File: src/rtl/glue_pkg.sv
// Package: shared widths and reset values for the bus-to-RAM glue.
// Assumes an 8-bit low address byte multiplexed with 8-bit data.
package glue_pkg;
    localparam int unsigned LANE_W     = 8;
    localparam int unsigned HI_W       = 8;
    localparam int unsigned RAM_AW     = 13;
    localparam int unsigned DEF_SEL    = 2;
    localparam logic        STROBE_OFF = 1'b1;
endpackage

File: src/rtl/addr_capture.sv
// addr_capture: holds the low address byte that appears on the shared lane
// during the E-low half, and registers the upper RAM address bits.
// Assumes the strobe is sampled by a clock much faster than E.
module addr_capture #(
    parameter int unsigned LANE_W = glue_pkg::LANE_W,
    parameter int unsigned UP_W   = glue_pkg::RAM_AW - glue_pkg::LANE_W
) (
    input  logic              clk,
    input  logic              rst_n,
    input  logic              bus_e,
    input  logic              bus_as,
    input  logic [LANE_W-1:0] lane_in,
    input  logic [UP_W-1:0]   up_in,
    output logic [LANE_W-1:0] lo_q,
    output logic [UP_W-1:0]   up_q
);
    logic take_lo;
    assign take_lo = bus_as && !bus_e;

    // Capture the low byte only on a strobe in the address half.
    always_ff @(posedge clk) begin
        if (!rst_n)       lo_q <= '0;
        else if (take_lo) lo_q <= lane_in;
    end

    // Register the upper RAM address bits every sample.
    always_ff @(posedge clk) begin
        if (!rst_n) up_q <= '0;
        else        up_q <= up_in;
    end

    // without a valid strobe the low byte must not move.
    a_r2_lo_hold: assert property (@(posedge clk) disable iff (!rst_n)
        !(bus_as && !bus_e) |=> $stable(lo_q));
endmodule

File: src/rtl/window_decode.sv
// window_decode: one-of-eight decode of the top address bits, enabled
// only while E is high; one output, picked by DEC_SEL, becomes the RAM select.
// Assumes DEC_SEL is below 2**SEL_W.
module window_decode #(
    parameter int unsigned SEL_W   = 3,
    parameter int unsigned DEC_SEL = glue_pkg::DEF_SEL,
    localparam int unsigned N_OUT  = 1 << SEL_W
) (
    input  logic             clk,
    input  logic             rst_n,
    input  logic             bus_e,
    input  logic [SEL_W-1:0] top_bits,
    output logic             ce_n
);
    logic [N_OUT-1:0] dec_n;

    // Build the active-low decoder outputs.
    for (genvar i = 0; i < N_OUT; i++) begin : g_dec
        assign dec_n[i] = !(bus_e && (top_bits == SEL_W'(i)));
    end

    // Register the chosen decoder output as the RAM select.
    always_ff @(posedge clk) begin
        if (!rst_n) ce_n <= glue_pkg::STROBE_OFF;
        else        ce_n <= dec_n[DEC_SEL];
    end

    // no select after an address-half sample.
    a_r5_ce_idle_e_low: assert property (@(posedge clk) disable iff (!rst_n)
        !bus_e |=> ce_n);
    // no select for another window.
    a_r9_ce_window_only: assert property (@(posedge clk) disable iff (!rst_n)
        (top_bits != SEL_W'(DEC_SEL)) |=> ce_n);
endmodule

File: src/rtl/strobe_gen.sv
// strobe_gen: forms active-low write and read strobes from R/W and E,
// and keeps the write data sampled from the lane during a write half.
// Assumes bus_rw is 1 for read, 0 for write.
module strobe_gen #(
    parameter int unsigned LANE_W = glue_pkg::LANE_W
) (
    input  logic              clk,
    input  logic              rst_n,
    input  logic              bus_e,
    input  logic              bus_rw,
    input  logic [LANE_W-1:0] lane_in,
    output logic              we_n,
    output logic              oe_n,
    output logic [LANE_W-1:0] wdata
);
    logic wr_half, rd_half;
    assign wr_half = bus_e && !bus_rw;
    assign rd_half = bus_e &&  bus_rw;

    // Register both strobes, each gated by E.
    always_ff @(posedge clk) begin
        if (!rst_n) begin
            we_n <= glue_pkg::STROBE_OFF;
            oe_n <= glue_pkg::STROBE_OFF;
        end else begin
            we_n <= !wr_half;
            oe_n <= !rd_half;
        end
    end

    // Sample write data from the lane during a write half.
    always_ff @(posedge clk) begin
        if (!rst_n)       wdata <= '0;
        else if (wr_half) wdata <= lane_in;
    end

    // strobes idle after an address-half sample.
    a_r5_strobes_idle_e_low: assert property (@(posedge clk) disable iff (!rst_n)
        !bus_e |=> (we_n && oe_n));
    // write and read strobes never overlap.
    a_r6_we_oe_exclusive: assert property (@(posedge clk) disable iff (!rst_n)
        !(!we_n && !oe_n));
    // write data holds outside a write half.
    a_r7_wdata_hold: assert property (@(posedge clk) disable iff (!rst_n)
        !wr_half |=> $stable(wdata));
endmodule

File: src/rtl/membus_sram_glue.sv
// membus_sram_glue: top of the glue between a multiplexed address/data bus
// and an 8K x 8 static RAM. Joins the address, decodes the window, forms
// strobes and steers the shared lane. Assumes a fast sampling clock.
module membus_sram_glue #(
    parameter int unsigned LANE_W  = glue_pkg::LANE_W,
    parameter int unsigned HI_W    = glue_pkg::HI_W,
    parameter int unsigned RAM_AW  = glue_pkg::RAM_AW,
    parameter int unsigned DEC_SEL = glue_pkg::DEF_SEL,
    localparam int unsigned UP_W   = RAM_AW - LANE_W,
    localparam int unsigned SEL_W  = HI_W + LANE_W - RAM_AW
) (
    input  logic              clk,
    input  logic              rst_n,
    input  logic              bus_e,
    input  logic              bus_as,
    input  logic              bus_rw,
    input  logic [HI_W-1:0]   addr_hi,
    input  logic [LANE_W-1:0] lane_in,
    input  logic [LANE_W-1:0] ram_dq_in,
    output logic [RAM_AW-1:0] ram_addr,
    output logic              ram_ce_n,
    output logic              ram_we_n,
    output logic              ram_oe_n,
    output logic [LANE_W-1:0] ram_din,
    output logic              ram_wr_drv,
    output logic [LANE_W-1:0] lane_out,
    output logic              lane_drv
);
    logic [LANE_W-1:0] lo_q;
    logic [UP_W-1:0]   up_q;

    addr_capture #(.LANE_W(LANE_W), .UP_W(UP_W)) u_addr (
        .clk     (clk),
        .rst_n   (rst_n),
        .bus_e   (bus_e),
        .bus_as  (bus_as),
        .lane_in (lane_in),
        .up_in   (addr_hi[UP_W-1:0]),
        .lo_q    (lo_q),
        .up_q    (up_q)
    );

    window_decode #(.SEL_W(SEL_W), .DEC_SEL(DEC_SEL)) u_dec (
        .clk      (clk),
        .rst_n    (rst_n),
        .bus_e    (bus_e),
        .top_bits (addr_hi[HI_W-1 -: SEL_W]),
        .ce_n     (ram_ce_n)
    );

    strobe_gen #(.LANE_W(LANE_W)) u_stb (
        .clk     (clk),
        .rst_n   (rst_n),
        .bus_e   (bus_e),
        .bus_rw  (bus_rw),
        .lane_in (lane_in),
        .we_n    (ram_we_n),
        .oe_n    (ram_oe_n),
        .wdata   (ram_din)
    );

    // Join the registered address halves.
    assign ram_addr = {up_q, lo_q};

    // Steer the lane and RAM pins from the registered select and strobes.
    always_comb begin
        ram_wr_drv = !ram_ce_n && !ram_we_n;
        lane_drv   = !ram_ce_n && !ram_oe_n;
        lane_out   = lane_drv ? ram_dq_in : '0;
    end

    // the lane is released whenever the RAM is not selected.
    a_r8_lane_release: assert property (@(posedge clk) disable iff (!rst_n)
        ram_ce_n |-> !lane_drv);
    // the RAM pins are driven only for a write strobe.
    a_r7_wr_drv_needs_we: assert property (@(posedge clk) disable iff (!rst_n)
        ram_wr_drv |-> !ram_we_n);
    // lane and RAM pins are never driven at once.
    a_r8_no_double_drive: assert property (@(posedge clk) disable iff (!rst_n)
        !(lane_drv && ram_wr_drv));
endmodule

File: config.mk
export PLATFORM = sky130hd
export DESIGN_NAME = membus_sram_glue
export DESIGN_NICKNAME = d
export VERILOG_FILES = /design/src/rtl/glue_pkg.sv /design/src/rtl/addr_capture.sv /design/src/rtl/window_decode.sv /design/src/rtl/strobe_gen.sv /design/src/rtl/membus_sram_glue.sv
export SDC_FILE = /design/constraint.sdc
export NUM_CORES = 1
export LEC_CHECK = 0
export ABC_AREA = 1
export BUFFER_PORTS_ARGS = -buffer_cell sky130_fd_sc_hd__buf_2
export CORE_UTILIZATION = 30
export DETAILED_ROUTE_END_ITERATION = 6
export SETUP_SLACK_MARGIN = 0.1
export SLEW_MARGIN = 20
export SYNTH_ARGS = -nofsm -noshare
export SYNTH_HDL_FRONTEND = slang
export SYNTH_HIERARCHICAL = 1
export SYNTH_SLANG_ARGS = --single-unit
File: constraint.sdc
create_clock -name clk -period 0.8 [get_ports clk]
set_input_delay 0.04 -clock clk [delete_from_list [all_inputs] [get_ports clk]]
set_output_delay 0.04 -clock clk [all_outputs]
set_load 0.02 [all_outputs]
==> flow_metrics.env <==
export IMPL_critPathLaunchType="flop"
export IMPL_hp_class="primary input to flop"
export IMPL_gp_congestion=0.666
export IMPL_regArea_sq_um=518
export IMPL_avgSynthCellArea_sq_um=6.73
export IMPL_cts_sinks=24
export IMPL_synth_most_common_cell="nor2_1"
export IMPL_drive_above_1_share_pct=49.1
export IMPL_utilization_pct=60.7
export IMPL_cts_tree="done"
export IMPL_run_status="finished, violations left"
export IMPL_setup_ws_ns=-0.309
export IMPL_synthTopCellsByCount="nor2_1, inv_1, dfxtp_1, nand2_1, nand3_1"
export IMPL_dp_hpwl_mm=1.77
export IMPL_drc_errors=0
export IMPL_hold_worst_slack_ns=0.00638
export IMPL_post_route_period_util_pct=139
export IMPL_worst_r2r_cell_count=2
export IMPL_cts_clk_slew_worst_paths_ns=0.13
export IMPL_layout_nets=260
export IMPL_hold_violations=0
export IMPL_grt_ovfl_total=0
export IMPL_skew_ns=0
export IMPL_worstPathMaxFanout=5
export IMPL_synth_top_cell_area_share_pct=47.0
export IMPL_grt_usage_pct=14.6
export IMPL_antenna_found_initial=0
export IMPL_max_cap_violations=0
export IMPL_hold_depth=3
export IMPL_die_area_sq_um=3650
export IMPL_slew_violations=0
export IMPL_antenna_cells=0
export IMPL_row_count=20
export IMPL_cts_root_buf="clkbuf_4"
export IMPL_grt_pass1_wl_mm=4.02
export IMPL_dieHeight_microns=60.4
export IMPL_synthesis_nets=181
export IMPL_synth_ff_type="dfxtp_1"
export IMPL_violations="setup timing"
export IMPL_grt_pass1_vias=1009
export IMPL_async_flop_share_pct=0
export IMPL_cts_setup_buffers=0
export IMPL_seq_area_frac_synth_pct=47.0
export IMPL_drt_iter0_drc=18
export IMPL_rsz0062_at_grt="true"
export IMPL_die_x_microns=60.4
export IMPL_io_pins=63
export IMPL_synthTopCellsByArea="dfxtp_1, nor2_1, inv_1"
export IMPL_synthesis_area_sq_um=1020
export IMPL_grt_start_max_net_pins=15
export IMPL_end_kind="output port"
export IMPL_synth_edf_count=0
export IMPL_dr_pass1_iters=4
export IMPL_setup_violations_final=34
export IMPL_fmax_ghz=0.902
export IMPL_netlist_top_cell_by_area="dfxtp_1"
export IMPL_cp_data_required_time_ns=0.76
export IMPL_crit_arrival_ns=1.07
export IMPL_io_buffers=62
export IMPL_cts_buffers=3
export IMPL_tightest_slew_ns=0.228
export IMPL_htreeDepth=1
export IMPL_clockBufferDepth=2
export IMPL_min_period_ns=1.11
export IMPL_fillers=305
export IMPL_slew_headroom_pct=84.8
export IMPL_synthCells=152
export IMPL_ys_ff_latch=24
export IMPL_wirelength_mm=2.61
export IMPL_worstSkewPairLatency_ns=0.30
export IMPL_critPathKind="flop to output port"
export IMPL_leakage_nw=1.00
export IMPL_start_util_pct=32.4
export IMPL_post_drt_wl_per_cell_microns=9.53
export IMPL_multi_input_comb_area_sq_um=473
export IMPL_p_per_area_nw_per_um2=1390
export IMPL_ir_drop_uv=936
export IMPL_via_per_inst=4.07
export IMPL_area_growth_pct=87.1
export IMPL_num_vias=1114
export IMPL_ant_nets=0
export IMPL_synth_cell_type_count=10
export IMPL_ys_warn_count=6
export IMPL_coreArea_sq_um=3150
## flip-flops by register name (all words and copies together) (netlist names)
| name | cells |
|---|---|
| u_addr/lo_q | 8 |
| u_stb/wdata | 8 |
| u_addr/up_q | 5 |
| u_dec/ce_n | 1 |
| u_stb/oe_n | 1 |
| u_stb/we_n | 1 |
## critical path, cell delays in order, from the launching register on
cell and delay [ns]:
dfxtp_4 0.39, inv_8 0.08, nand2_8 0.08, nor2_4 0.09
buf_6 0.12
## logic make-up (layout without fill, tap and decap cells)
group / after synthesis / after routing / synth area share, %
flops: 24 / 24 / 47.0
buf+inv: 41 / 117 / 16.8
simple gates: 87 / 89 / 36.2
## layout by cell type (no fill, tap or decap)
cell | synthesis | layout
buf_6 | 2 | 34
nor2_1 | 43 | 34
inv_1 | 34 | 32
buf_2 | 2 | 28
nand2_1 | 24 | 24
dfxtp_2 | 0 | 21
nand3_1 | 17 | 17
nor2_4 | 2 | 11
dlygate4sd3_1 | 0 | 10
clkbuf_4 | 0 | 3
buf_4 | 0 | 3
dfxtp_4 | 0 | 3
nand2_8 | 0 | 2
inv_2 | 3 | 2
inv_8 | 0 | 1
inv_6 | 0 | 1
inv_4 | 0 | 1
clkbuf_16 | 0 | 1
nor2_2 | 0 | 1
buf_12 | 0 | 1
## cell type report
type | instances | area share (%)
well taps | 44 | 2.88
repair buffers | 76 | 34.8
inverters | 37 | 8.04
multi-input cells | 89 | 24.7
flip-flops and latches | 24 | 27.1
clock buffers | 4 | 2.49
## path summary, 6_finish.rpt
check | from | endpoint | slack, ns
setup / recovery | u_stb/oe_n | lane_out[6] | -0.31
hold / removal | bus_rw | u_stb/we_n | 0.006
setup reg to reg | u_addr/lo_q[2] | u_addr/lo_q[2] | 0.21
hold reg to reg | u_stb/wdata[6] | u_stb/wdata[6] | 0.50
## per-stage QoR
step                std cells  setup WS [ns]  cell area, sq um  TNS [ns]  power [mW]
finish                    274         -0.309              1910     -3.47        2.66
global route              274         -0.382              1910     -5.55        2.84
CTS                       273         -0.326              1890     -4.64        2.70
detailed placement        258        -0.0188              1480   -0.0200        1.80
global placement          258       -0.00896              1480  -0.00896        1.79
floorplan                 152         0.0433              1110         0        1.61
## report_power, final
part	internal [mW]	switching [mW]
logic	0.301	0.308
clock network	0.381	0.352
registers	1.27	0.0490
## metal layers
layer  routed length [microns]  vias up  global-route usage, %
met1                      1130      478                   15.4
met4                        17        0                   6.98
met3                       185        2                   2.99
li1                          -      593                      -
met5                         0        -                      0
met2                      1280       41                   27.6
## timing repair
item	CTS	global route
gates cloned	1	1
endpoints found under the setup margin	34	43
hold buffers	10	1
hold endpoints to repair	8	1
pin swaps	4	2
resized for setup	92	5
Note: power is estimated with default switching activity, not from simulation.
